[config.mk]
export PLATFORM = sky130hd
export DESIGN_NAME = dma_desc_fetch
export DESIGN_NICKNAME = d
export VERILOG_FILES = /design/src/rtl/dfu_pkg.sv /design/src/rtl/dfu_win_check.sv /design/src/rtl/dfu_chan_regs.sv /design/src/rtl/dfu_fetch_ctrl.sv /design/src/rtl/dma_desc_fetch.sv
export SDC_FILE = /design/constraint.sdc
export NUM_CORES = 2
export LEC_CHECK = 0
export BUFFER_PORTS_ARGS = -buffer_cell sky130_fd_sc_hd__buf_2
export CORE_UTILIZATION = 62
export CTS_CLUSTER_DIAMETER = 40
export DETAILED_ROUTE_END_ITERATION = 8
export PLACE_DENSITY = 0.81
export SLEW_MARGIN = 20
export SYNTH_ARGS = -nofsm -noshare
export SYNTH_HDL_FRONTEND = slang
export SYNTH_SLANG_ARGS = --single-unit
[constraint.sdc]
create_clock -name clk -period 6.1 [get_ports clk]
set_clock_uncertainty 0.15 [all_clocks]
set_input_delay 0.305 -clock clk [delete_from_list [all_inputs] [get_ports clk]]
set_output_delay 0.305 -clock clk [all_outputs]
set_load 0.02 [all_outputs]
[src/rtl/dfu_pkg.sv]
package dfu_pkg;
   localparam int unsigned WORD_W      = 32;
   localparam int unsigned DESC_WORDS  = 4;
   localparam int unsigned DESC_BYTES  = 16;

   localparam int unsigned BR_REQ_BIT  = 0;
   localparam int unsigned BR_INT_BIT  = 1;
   localparam logic [31:0] BRANCH_WMASK = 32'hFFFF_FFF3;
   localparam logic [31:0] ALIGN16_MASK = 32'hFFFF_FFF0;

   localparam int unsigned CMD_EOF_BIT = 21;
   localparam int unsigned CMD_SOF_BIT = 22;
   localparam int unsigned CMD_PAL_BIT = 26;
   localparam logic [31:0] CMD_LEN_MASK = 32'h001F_FFFC;

   localparam logic CFG_SEL_DESC   = 1'b0;
   localparam logic CFG_SEL_BRANCH = 1'b1;

   typedef enum logic [2:0] {
      ST_IDLE,
      ST_PICK,
      ST_REQ,
      ST_WAIT,
      ST_CHECK,
      ST_DONE
   } fetch_state_t;
endpackage

[src/rtl/dfu_win_check.sv]
module dfu_win_check #(
   parameter int unsigned SPAN    = 16,
   parameter logic [31:0] W0_BASE = 32'h0,
   parameter logic [31:0] W0_SIZE = 32'h0,
   parameter logic [31:0] W1_BASE = 32'h0,
   parameter logic [31:0] W1_SIZE = 32'h0
) (
   input  logic [31:0] addr,
   output logic        ok
);
   localparam logic [32:0] W0_END = {1'b0, W0_BASE} + {1'b0, W0_SIZE};
   localparam logic [32:0] W1_END = {1'b0, W1_BASE} + {1'b0, W1_SIZE};

   if ((SPAN % 4) != 0) begin : g_bad_span
      $error("dfu_win_check: SPAN must be a multiple of 4");
   end

   logic [32:0] addr_w;
   assign addr_w = {1'b0, addr};

   if (SPAN == 0) begin : g_point
      // single address, end of window counts as inside
      assign ok = ((addr >= W0_BASE) && (addr_w <= W0_END)) ||
                  ((addr >= W1_BASE) && (addr_w <= W1_END));
   end else begin : g_span
      logic [32:0] last_w;
      assign last_w = addr_w + 33'(SPAN);
      assign ok = ((addr >= W0_BASE) && (last_w <= W0_END)) ||
                  ((addr >= W1_BASE) && (last_w <= W1_END));
   end
endmodule

[src/rtl/dfu_chan_regs.sv]
module dfu_chan_regs
   import dfu_pkg::*;
#(
   parameter int unsigned NUM_CH = 7,
   parameter int unsigned CHW    = 3
) (
   input  logic                         clk,
   input  logic                         rst_n,
   input  logic                         cfg_we,
   input  logic                         cfg_sel,
   input  logic [CHW-1:0]               cfg_ch,
   input  logic [31:0]                  cfg_wdata,
   input  logic                         clr_src,
   input  logic                         brq_clr,
   input  logic [CHW-1:0]               brq_ch,
   input  logic                         ld_we,
   input  logic [CHW-1:0]               ld_ch,
   input  logic [1:0]                   ld_idx,
   input  logic [31:0]                  ld_data,
   output logic [NUM_CH-1:0][31:0]      next_q,
   output logic [NUM_CH-1:0][31:0]      src_q,
   output logic [NUM_CH-1:0][31:0]      fid_q,
   output logic [NUM_CH-1:0][31:0]      cmd_q,
   output logic [NUM_CH-1:0][31:0]      br_q
);
   for (genvar g = 0; g < NUM_CH; g++) begin : g_ch
      logic [31:0] nx_r, sr_r, fi_r, cm_r, br_r;
      logic        sel_cfg, sel_brq, sel_ld;

      assign sel_cfg = cfg_we  && (cfg_ch == CHW'(g));
      assign sel_brq = brq_clr && (brq_ch == CHW'(g));
      assign sel_ld  = ld_we   && (ld_ch  == CHW'(g));

      always_ff @(posedge clk) begin
         if (!rst_n) begin
            nx_r <= '0;
            sr_r <= '0;
            fi_r <= '0;
            cm_r <= '0;
            br_r <= '0;
         end else begin
            if (sel_cfg) begin
               if (cfg_sel == CFG_SEL_DESC) nx_r <= cfg_wdata & ALIGN16_MASK;
               else                         br_r <= cfg_wdata & BRANCH_WMASK;
            end
            // sequencer updates take precedence over a same-cycle write
            if (sel_brq) br_r[BR_REQ_BIT] <= 1'b0;
            if (clr_src) sr_r <= '0;
            if (sel_ld) begin
               case (ld_idx)
                  2'd0:    nx_r <= ld_data;
                  2'd1:    sr_r <= ld_data;
                  2'd2:    fi_r <= ld_data;
                  default: cm_r <= ld_data;
               endcase
            end
         end
      end

      assign next_q[g] = nx_r;
      assign src_q[g]  = sr_r;
      assign fid_q[g]  = fi_r;
      assign cmd_q[g]  = cm_r;
      assign br_q[g]   = br_r;
   end
endmodule

[src/rtl/dfu_fetch_ctrl.sv]
module dfu_fetch_ctrl
   import dfu_pkg::*;
#(
   parameter int unsigned NUM_CH  = 7,
   parameter int unsigned CHW     = 3,
   parameter logic [31:0] W0_BASE = 32'h0,
   parameter logic [31:0] W0_SIZE = 32'h0,
   parameter logic [31:0] W1_BASE = 32'h0,
   parameter logic [31:0] W1_SIZE = 32'h0
) (
   input  logic                     clk,
   input  logic                     rst_n,
   input  logic                     frame_start,
   input  logic [NUM_CH-1:0]        ch_en,
   input  logic [NUM_CH-1:0][31:0]  next_q,
   input  logic [NUM_CH-1:0][31:0]  src_q,
   input  logic [NUM_CH-1:0][31:0]  br_q,
   input  logic                     mem_rvalid,
   input  logic [31:0]              mem_rdata,
   output logic                     mem_req,
   output logic [31:0]              mem_addr,
   output logic                     clr_src,
   output logic                     brq_clr,
   output logic [CHW-1:0]           brq_ch,
   output logic                     ld_we,
   output logic [CHW-1:0]           ld_ch,
   output logic [1:0]               ld_idx,
   output logic [31:0]              ld_data,
   output logic                     busy,
   output logic                     done,
   output logic [NUM_CH-1:0]        bs_pulse,
   output logic [NUM_CH-1:0]        ber_pulse
);
   localparam logic [CHW-1:0] LAST_CH  = CHW'(NUM_CH - 1);
   localparam logic [1:0]     LAST_IDX = 2'(DESC_WORDS - 1);

   fetch_state_t      st_q;
   logic [CHW-1:0]    ch_q;
   logic [1:0]        idx_q;
   logic [31:0]       base_q;
   logic [NUM_CH-1:0] bs_q, ber_q;

   logic [31:0] br_w, nx_w, src_w, ptr_w;
   logic        use_br, desc_ok, src_ok, src_bad, last_ch, en_w;

   assign br_w    = br_q[ch_q];
   assign nx_w    = next_q[ch_q];
   assign src_w   = src_q[ch_q];
   assign en_w    = ch_en[ch_q];
   assign use_br  = br_w[BR_REQ_BIT];
   assign ptr_w   = (use_br ? br_w : nx_w) & ALIGN16_MASK;
   assign last_ch = (ch_q == LAST_CH);
   assign src_bad = (src_w == '0) || !src_ok;

   dfu_win_check #(
      .SPAN(DESC_BYTES), .W0_BASE(W0_BASE), .W0_SIZE(W0_SIZE),
      .W1_BASE(W1_BASE), .W1_SIZE(W1_SIZE)
   ) desc_win_i (
      .addr(ptr_w),
      .ok  (desc_ok)
   );

   dfu_win_check #(
      .SPAN(0), .W0_BASE(W0_BASE), .W0_SIZE(W0_SIZE),
      .W1_BASE(W1_BASE), .W1_SIZE(W1_SIZE)
   ) src_win_i (
      .addr(src_w),
      .ok  (src_ok)
   );

   always_ff @(posedge clk) begin
      if (!rst_n) begin
         st_q   <= ST_IDLE;
         ch_q   <= '0;
         idx_q  <= '0;
         base_q <= '0;
         bs_q   <= '0;
         ber_q  <= '0;
      end else begin
         bs_q  <= '0;
         ber_q <= '0;
         case (st_q)
            ST_IDLE: begin
               if (frame_start) begin
                  ch_q <= '0;
                  st_q <= ST_PICK;
               end
            end
            ST_PICK: begin
               if (en_w) begin
                  if (use_br && br_w[BR_INT_BIT]) bs_q[ch_q] <= 1'b1;
                  if (desc_ok) begin
                     base_q <= ptr_w;
                     idx_q  <= '0;
                     st_q   <= ST_REQ;
                  end else begin
                     st_q <= ST_CHECK;
                  end
               end else if (last_ch) begin
                  st_q <= ST_DONE;
               end else begin
                  ch_q <= ch_q + 1'b1;
               end
            end
            ST_REQ: st_q <= ST_WAIT;
            ST_WAIT: begin
               if (mem_rvalid) begin
                  if (idx_q == LAST_IDX) begin
                     st_q <= ST_CHECK;
                  end else begin
                     idx_q <= idx_q + 1'b1;
                     st_q  <= ST_REQ;
                  end
               end
            end
            ST_CHECK: begin
               ber_q[ch_q] <= src_bad;
               if (last_ch) begin
                  st_q <= ST_DONE;
               end else begin
                  ch_q <= ch_q + 1'b1;
                  st_q <= ST_PICK;
               end
            end
            default: st_q <= ST_IDLE;
         endcase
      end
   end

   assign clr_src   = (st_q == ST_IDLE) && frame_start;
   assign brq_clr   = (st_q == ST_PICK) && en_w && use_br;
   assign brq_ch    = ch_q;
   assign ld_we     = (st_q == ST_WAIT) && mem_rvalid;
   assign ld_ch     = ch_q;
   assign ld_idx    = idx_q;
   assign ld_data   = mem_rdata;
   assign mem_req   = (st_q == ST_REQ);
   assign mem_addr  = {base_q[31:4], idx_q, 2'b00};
   assign busy      = (st_q != ST_IDLE);
   assign done      = (st_q == ST_DONE);
   assign bs_pulse  = bs_q;
   assign ber_pulse = ber_q;
endmodule

[src/rtl/dma_desc_fetch.sv]
module dma_desc_fetch
   import dfu_pkg::*;
#(
   parameter int unsigned NUM_CH  = 7,
   parameter logic [31:0] W0_BASE = 32'hA000_0000,
   parameter logic [31:0] W0_SIZE = 32'h0400_0000,
   parameter logic [31:0] W1_BASE = 32'h5C00_0000,
   parameter logic [31:0] W1_SIZE = 32'h0004_0000,
   localparam int unsigned CHW    = (NUM_CH > 1) ? $clog2(NUM_CH) : 1
) (
   input  logic               clk,
   input  logic               rst_n,
   input  logic               frame_start,
   input  logic [NUM_CH-1:0]  ch_enable,
   input  logic               cfg_we,
   input  logic               cfg_sel,
   input  logic [CHW-1:0]     cfg_ch,
   input  logic [31:0]        cfg_wdata,
   input  logic [CHW-1:0]     rd_ch,
   output logic [31:0]        rd_next,
   output logic [31:0]        rd_src,
   output logic [31:0]        rd_fid,
   output logic [31:0]        rd_cmd,
   output logic [31:0]        rd_branch,
   output logic [20:0]        rd_len,
   output logic               rd_eof_en,
   output logic               rd_sof_en,
   output logic               rd_pal,
   output logic               mem_req,
   output logic [31:0]        mem_addr,
   input  logic               mem_rvalid,
   input  logic [31:0]        mem_rdata,
   output logic               busy,
   output logic               done,
   output logic [NUM_CH-1:0]  bs_pulse,
   output logic [NUM_CH-1:0]  ber_pulse
);
   if (NUM_CH < 1 || NUM_CH > 32) begin : g_bad_nch
      $error("dma_desc_fetch: NUM_CH must lie in 1..32");
   end
   if (W0_SIZE < DESC_BYTES || W1_SIZE < DESC_BYTES) begin : g_bad_win
      $error("dma_desc_fetch: each window must hold one descriptor");
   end

   logic [NUM_CH-1:0][31:0] next_q, src_q, fid_q, cmd_q, br_q;
   logic                    clr_src, brq_clr, ld_we;
   logic [CHW-1:0]          brq_ch, ld_ch;
   logic [1:0]              ld_idx;
   logic [31:0]             ld_data;

   dfu_chan_regs #(.NUM_CH(NUM_CH), .CHW(CHW)) regs_i (
      .clk      (clk),
      .rst_n    (rst_n),
      .cfg_we   (cfg_we),
      .cfg_sel  (cfg_sel),
      .cfg_ch   (cfg_ch),
      .cfg_wdata(cfg_wdata),
      .clr_src  (clr_src),
      .brq_clr  (brq_clr),
      .brq_ch   (brq_ch),
      .ld_we    (ld_we),
      .ld_ch    (ld_ch),
      .ld_idx   (ld_idx),
      .ld_data  (ld_data),
      .next_q   (next_q),
      .src_q    (src_q),
      .fid_q    (fid_q),
      .cmd_q    (cmd_q),
      .br_q     (br_q)
   );

   dfu_fetch_ctrl #(
      .NUM_CH(NUM_CH), .CHW(CHW),
      .W0_BASE(W0_BASE), .W0_SIZE(W0_SIZE),
      .W1_BASE(W1_BASE), .W1_SIZE(W1_SIZE)
   ) ctrl_i (
      .clk        (clk),
      .rst_n      (rst_n),
      .frame_start(frame_start),
      .ch_en      (ch_enable),
      .next_q     (next_q),
      .src_q      (src_q),
      .br_q       (br_q),
      .mem_rvalid (mem_rvalid),
      .mem_rdata  (mem_rdata),
      .mem_req    (mem_req),
      .mem_addr   (mem_addr),
      .clr_src    (clr_src),
      .brq_clr    (brq_clr),
      .brq_ch     (brq_ch),
      .ld_we      (ld_we),
      .ld_ch      (ld_ch),
      .ld_idx     (ld_idx),
      .ld_data    (ld_data),
      .busy       (busy),
      .done       (done),
      .bs_pulse   (bs_pulse),
      .ber_pulse  (ber_pulse)
   );

   logic        rd_ok;
   logic [31:0] cmd_w;

   assign rd_ok     = (32'(rd_ch) < NUM_CH);
   assign rd_next   = rd_ok ? next_q[rd_ch] : '0;
   assign rd_src    = rd_ok ? src_q[rd_ch]  : '0;
   assign rd_fid    = rd_ok ? fid_q[rd_ch]  : '0;
   assign cmd_w     = rd_ok ? cmd_q[rd_ch]  : '0;
   assign rd_branch = rd_ok ? br_q[rd_ch]   : '0;
   assign rd_cmd    = cmd_w;
   assign rd_len    = 21'(cmd_w & CMD_LEN_MASK);
   assign rd_eof_en = cmd_w[CMD_EOF_BIT];
   assign rd_sof_en = cmd_w[CMD_SOF_BIT];
   assign rd_pal    = cmd_w[CMD_PAL_BIT];
endmodule

* Word level (Yosys, flattened, before mapping)
Index checks and enable logic that the tools add are counted.
** Operators by class
- $add $sub $neg :: 3
- Order comparisons :: 12
- Eq/ne operators :: 27
- Multiplexer cells :: 92
- Bitwise operators :: 3
- Reduce and logical (&&, ||, !) cells :: 78
** Operator list (count)
- $mux 32 :: 63
- $bmux 32 s3 :: 8
- $ge 32x31->1 const B :: 2
- $ge 32x32->1 const B :: 2
- $reduce_and 2->1 :: 22
- $add 32x5->33 const B :: 1
- $le 33x31->1 const B :: 1
- $le 33x32->1 const B :: 1
- $le 32x31->1 const B :: 1
- $le 32x32->1 const B :: 1
- $logic_not 32->1 :: 1
- $logic_and 1x1->1 :: 31
- $mux 3 :: 10
- $eq 3x3->1 const B :: 8
- $eq 3x2->1 const B :: 6
- $pmux 3 s5 :: 1
- $reduce_or 2->1 :: 7
- $eq 3x1->1 const B :: 3
- $logic_not 3->1 :: 3
- $pmux 3 s3 :: 1
- $reduce_and 3->1 :: 3
- $lt 3x4->1 const B :: 2
- $mux 2 :: 4
- $ne 2x2->1 const B :: 4
- 22 further kinds :: 29
** Word-level totals
- Bits in registers :: 1156
- Logic and storage cells :: 263

* Longest topological paths before layout
- Depth in word-level cells :: 10
- Gate-level depth with buffers :: 23
- Gate-level depth less buffers :: 16

* Cells and area by module
Synthesis repeated with hierarchy kept, for this count alone.
** Second synthesis, totals
- Cell total of the unflattened synthesis :: 8106
- Area total of the unflattened synthesis :: 66648.9 um^2
** Modules (own cells, without submodules)
- dfu_chan_regs :: times used 1, cells an instance 5730, area each 47848.4 um^2, seq. area each 22141.2 um^2
- dma_desc_fetch :: times used 1, cells an instance 1291, area each 9873.2 um^2, seq. area each 0.0 um^2
- dfu_fetch_ctrl :: times used 1, cells an instance 938, area each 7930.1 um^2, seq. area each 1001.0 um^2
- dfu_win_check at ctrl_i.desc_win_i :: times used 1, cells an instance 129, area each 867.1 um^2, seq. area each 0.0 um^2
- dfu_win_check at ctrl_i.src_win_i :: times used 1, cells an instance 18, area each 130.1 um^2, seq. area each 0.0 um^2

* Worst setup path after synthesis
No wires, ideal clock.
- Path type :: register to register
- Start :: reg ctrl_i.ch_q[0], in the netlist ctrl_i.brq_ch[0]
- End :: reg ctrl_i.st_q[2]
- Library setup time :: 0.142 ns
- Data arrival time :: 4.709 ns
- Data required time :: 5.808 ns
- Setup slack :: 1.099 ns
- Cell stages (with the launch flop) :: 21
- Path buffers :: 5
- Period minus slack after synthesis :: 5.001 ns
- Cells stage by stage :: dfxtp_1 buf_6 mux2_4 a32o_2 or2_4 buf_6 buf_4 buf_4 buf_4 o21ai_0 ha_1 nor4b_1 nand2_1 a211o_1 a211o_1 nor4_1 a31oi_1 or4b_1 a21oi_1 o21a_1 a2111oi_2
** On the way
- Longest elaborated chain between the ends :: 10
- Elaborated cells between the ends (all ways) :: 22
- Classes of those cells :: add/sub: 1; order compare: 4; eq/ne: 2; mux: 11; reduce/logical: 4
** RTL lines
- from (decl) :: line dfu_fetch_ctrl.sv:38 : logic [CHW-1:0] ch_q;
- from (signal assigned) :: line dfu_fetch_ctrl.sv:102 : ch_q <= ch_q + 1'b1;
- from (signal assigned) :: line dfu_fetch_ctrl.sv:121 : ch_q <= ch_q + 1'b1;
- $bmux 32 s3, on equally long branches :: line dfu_fetch_ctrl.sv:47, dfu_fetch_ctrl.sv:46
- $mux 32, on equally long branches :: line dfu_fetch_ctrl.sv:47, dfu_fetch_ctrl.sv:46
- $mux 32 (*) :: line dfu_fetch_ctrl.sv:51 : assign ptr_w = (use_br ? br_w : nx_w) & ALIGN16_MASK;
- via ctrl_i.desc_win_i.addr[5] :: line dfu_win_check.sv:8 : input logic [31:0] addr,
- $add 32x5->33 :: line dfu_win_check.sv:27 : assign last_w = addr_w + 33'(SPAN);
- $le 33x32->1 or $le 33x31->1 (tied branches) :: line dfu_win_check.sv:28, dfu_win_check.sv:29
- $logic_and 1x1->1, on equally long branches :: line dfu_win_check.sv:28, dfu_win_check.sv:29
- $logic_or 1x1->1 (*) :: line dfu_win_check.sv:28 : assign ok = ((addr >= W0_BASE) && (last_w <= W0_END)) ||
- $mux 3 (*) :: line dfu_fetch_ctrl.sv:92 : if (desc_ok) begin
- $mux 3 (*) :: line dfu_fetch_ctrl.sv:90 : if (en_w) begin
- $pmux 3 s5 (*) :: line dfu_fetch_ctrl.sv:82 : case (st_q)
- to (signal assigned) :: line dfu_fetch_ctrl.sv:86 : st_q <= ST_PICK;
- to (signal assigned) :: line dfu_fetch_ctrl.sv:95 : st_q <= ST_REQ;
- to (signal assigned) :: line dfu_fetch_ctrl.sv:97 : st_q <= ST_CHECK;
- to (decl) :: line dfu_fetch_ctrl.sv:37 : fetch_state_t st_q;
The timed path passes the listed nets; every way through them passes the cells marked *. The select of a mux whose other input is x is not followed.
A chain may end at the register's enable or synchronous reset.

* Final worst setup path
- Start :: reg ctrl_i.ch_q[0], in the netlist ctrl_i.brq_ch[0]
- End :: reg ctrl_i.base_q[8]
** On the way
- Longest elaborated chain between the ends :: 8
- Elaborated cells between the ends (all ways) :: 16
- Classes of those cells :: add/sub: 1; order compare: 4; mux: 7; reduce/logical: 4
** RTL lines
- $bmux 32 s3, on equally long branches :: line dfu_fetch_ctrl.sv:47, dfu_fetch_ctrl.sv:46
- $mux 32, on equally long branches :: line dfu_fetch_ctrl.sv:47, dfu_fetch_ctrl.sv:46
- $mux 32 :: line dfu_fetch_ctrl.sv:51
- $add 32x5->33 :: line dfu_win_check.sv:27
- $le 33x32->1 or $le 33x31->1 (tied branches) :: line dfu_win_check.sv:28, dfu_win_check.sv:29
- $logic_and 1x1->1, on equally long branches :: line dfu_win_check.sv:28, dfu_win_check.sv:29
- $logic_or 1x1->1 :: line dfu_win_check.sv:28
- $reduce_and 3->1 (no line)
- to (signal assigned) :: line dfu_fetch_ctrl.sv:93 : base_q <= ptr_w;
- to (decl) :: line dfu_fetch_ctrl.sv:40 : logic [31:0] base_q;
Parallel ways exist; a longest one is shown, timed or not. The select of a mux whose other input is x is not followed.

==> impl_metrics.csv <==
group,metric,value,unit
synthesis,netlist_area,58000,sq um
synthesis,yosys.area_share.simple,0.191,
timing,min_period,5.94,ns
synthesis,synth_top_area_frac,0.399,
synthesis,syn_inst,7064,
drt,ant_nets,0,
drt,first_iter_violations,8712,
drt,drt-total-wl,208000,microns
place,placed_area,59000,sq um
drt,detailedRoute.firstPassIterationCount,8,
die,initial_core_util,0.629,
critical_path,cp_max_fo,31,
critical_path,worstSetupPathType,"reg2reg",
die,die_width,308,microns
synthesis,async_reset_ff_frac,0,
timing,hold_violations,0,
global_routing,grt-ovfl-total,0,
synthesis,yosys_warnings,0,
pwr,irDropWorstVdd,272,uV
synthesis,yosysUniqueCellTypes,110,
synthesis,synth_flop_cell,"dfxtp_1",
place,hpwl,122000,microns
die,rows,111,
status,status,"complete, no violations",
global_routing,track_usage,0.427,
drt,vias,55800,
die,die_h,308,microns
timing,rsz0062_at_grt,"false",
final_layout,fin_cells,8317,
global_routing,antenna_found_initial,13,
pwr,powerDensity,284,nW/um^2
min_path,hold_path.class,"in2reg",
synthesis,synthXorXnorAreaFrac,0.00242,
synthesis,yosysMostFrequentCell,"nand2_1",
clock_tree,cts_buffer_depth,3,
synthesis,muxShareOfSynthArea,0.180,
clock_tree,worstSkewPairLatency,0.77,ns
synthesis,synth_edf_count,0,
timing,slew_headroom,0.236,
synthesis,ys_top_cells_by_area,"dfxtp_1, nand2_1, a21oi_1",
clock_tree,cts_made_buffers,152,
final_layout,layout-area-overhead-vs-synth,11.9,%
critical_path,worstPathArrival,6.47,ns
clock_tree,cts_tree,"yes",
final_layout,final_util,0.704,
drt,routedWlPerCell,25.0,microns
clock_tree,h-tree-depth,4,
global_routing,grt_pass1_wl,313000,microns
critical_path,end_kind,"register",
drt,drc,0,
die,io_pins,316,
place,gp_congestion,0.960,
synthesis,yosysTopAreaCell,"dfxtp_1",
synthesis,synth_top_family_by_area,"simple AND/OR/NAND/NOR gates",
synthesis,avgSynthCellArea,8.21,sq um
synthesis,synth_seq_cells,1156,
global_routing,grt_max_degree,229,
final_layout,drive_gt1_frac,0.164,
synthesis,synth_common_cells,"nand2_1, dfxtp_1, a21oi_1, clkbuf_1, mux2i_1",
critical_path,startpoint_type,"register",
timing,final.setup.tns,0,ns
global_routing,grt_pass1_vias,52900,
critical_path,crit_required,6.63,ns
place,dp.cells,7982,
place,io_buffers,307,
die,dieArea,94800,sq um
clock_tree,clock-root-buffer,"clkbuf_16",
drt,vias_per_cell,6.71,
timing,max_slew.worst_pin.slew,1.15,ns
clock_tree,cts_sinks,1156,
timing,period_share,0.974,
die,coreArea,92200,sq um
synthesis,synth-compound-area-share,0.165,
timing,finalMaxSlewViolations,0,
synthesis,seq_area_frac_synth,0.399,
timing,max_freq,168,MHz
final_layout,finalNetCount,7043,
job,drv_cap,0,
pwr,power_leakage,23.7,nW
final_layout,stdcell_area,64900,sq um
synthesis,synth_adder_area_share,0.00280,
timing,setup_viol_count_final,0,
clock_tree,cts.clk_slew.worst_paths,0.06,ns
layout by cell type, fill, tap and decap left out, types with 155 or more instances in the layout:
cell type  Yosys  layout
nand2_1     1844    1835
dfxtp_1     1156    1153
a21oi_1      985     985
mux2i_1      430     430
nand3_1      317     312
buf_2         18     304
nor2_1       277     273
mux2_2       204     204
o21ai_0      185     185
a211oi_1     179     179
mux4_2       166     166
clkbuf_16      0     155
kinds of logic (layout without fill, tap and decap cells):
logic type | count (synthesis) | count (layout)
and+or+nand+nor | 2660 | 2660
buffers and inverters | 785 | 784
muxes | 807 | 807
AOI/OAI and AO/OA | 1626 | 1626
xor gates and xnor gates | 16 | 16
DFF | 1156 | 1156
adders and majority gates | 13 | 13
other | 1 | 12
cell type report:
| type | count | area (sq um) |
|---|---|---|
| multi-input combinational | 5128 | 31500 |
| fill | 6918 | 27300 |
| sequential | 1156 | 23200 |
| clock buffer | 187 | 4230 |
| timing repair buffer | 492 | 3230 |
| tap | 1243 | 1560 |
| clock inverter | 88 | 1110 |
| inverter | 17 | 71.3 |
| antenna | 6 | 15.0 |
path summary, 6_finish.rpt:
check	from	to	slack [ns]	cells past startpoint
worst max-delay path	ctrl_i.brq_ch[0]	ctrl_i.base_q[8]	0.16	13
worst min-delay path	mem_rdata[17]	regs_i.g_ch[2].cm_r[17]	0.03	3
worst max register to register	ctrl_i.brq_ch[0]	ctrl_i.base_q[8]	0.16	13
worst min register to register	regs_i.g_ch[3].cm_r[11]	regs_i.g_ch[3].cm_r[11]	0.30	2
what timing repair did:
item,4_1_cts,5_1_grt
gates resized for setup,0,2
buffers inserted,0,1
setup endpoints to repair,0,28
endpoints found under the hold margin,631,0
hold buffers,52,0
flip-flops by register name (all words and copies together) (netlist names):
signal and count:
ctrl_i.base_q 28, ctrl_i.ber_pulse 7, ctrl_i.brq_ch 3, ctrl_i.bs_pulse 7, ctrl_i.ld_idx 2, ctrl_i.st_q 3
regs_i.g_ch.br_r 210, regs_i.g_ch.cm_r 224, regs_i.g_ch.fi_r 224, regs_i.g_ch.nx_r 224, regs_i.g_ch.sr_r 224
critical path: stages (launching register included):
cell      delay [ns]
dfxtp_4         0.64
and2b_1         0.64
a22oi_1         0.21
a21oi_1         0.66
nor4b_1         0.34
o21ai_1         0.23
nor4_1          0.50
xor2_1          0.11
or4_1           0.55
a21oi_1         0.46
nand4b_2        0.28
a21o_1          0.58
a22o_1          0.35
a21oi_1         0.13
power breakdown:
group | internal (mW) | switching, mW | total [mW] | leakage, nW
Sequential | 7.59 | 0.0484 | 7.64 | 9.32
Clock | 5.71 | 3.66 | 9.38 | 2.57
Combinational | 0.376 | 1.05 | 1.43 | 11.8
metal layers:
layer / track usage / vias up / share of wire
met4: 0.256 / 10 / 0.064
met5: 0 / - / 0.00033
li1: - / 24400 / -
met3: 0.140 / 874 / 0.15
met2: 0.620 / 4325 / 0.42
met1: 0.551 / 26300 / 0.36
stage by stage:
stage          hold slack [ns]  total power [mW]  worst slack [ns]
5_1_grt                 0.0307              18.8            0.0436
6_report                0.0322              18.4             0.161
3_5_place_dp             0.294              9.10             0.361
2_1_floorplan            0.283              8.65              1.10
4_1_cts              0.0000182              18.3             0.304
3_3_place_gp             0.288              9.09             0.377
Note: power is estimated with default switching activity, not from simulation.
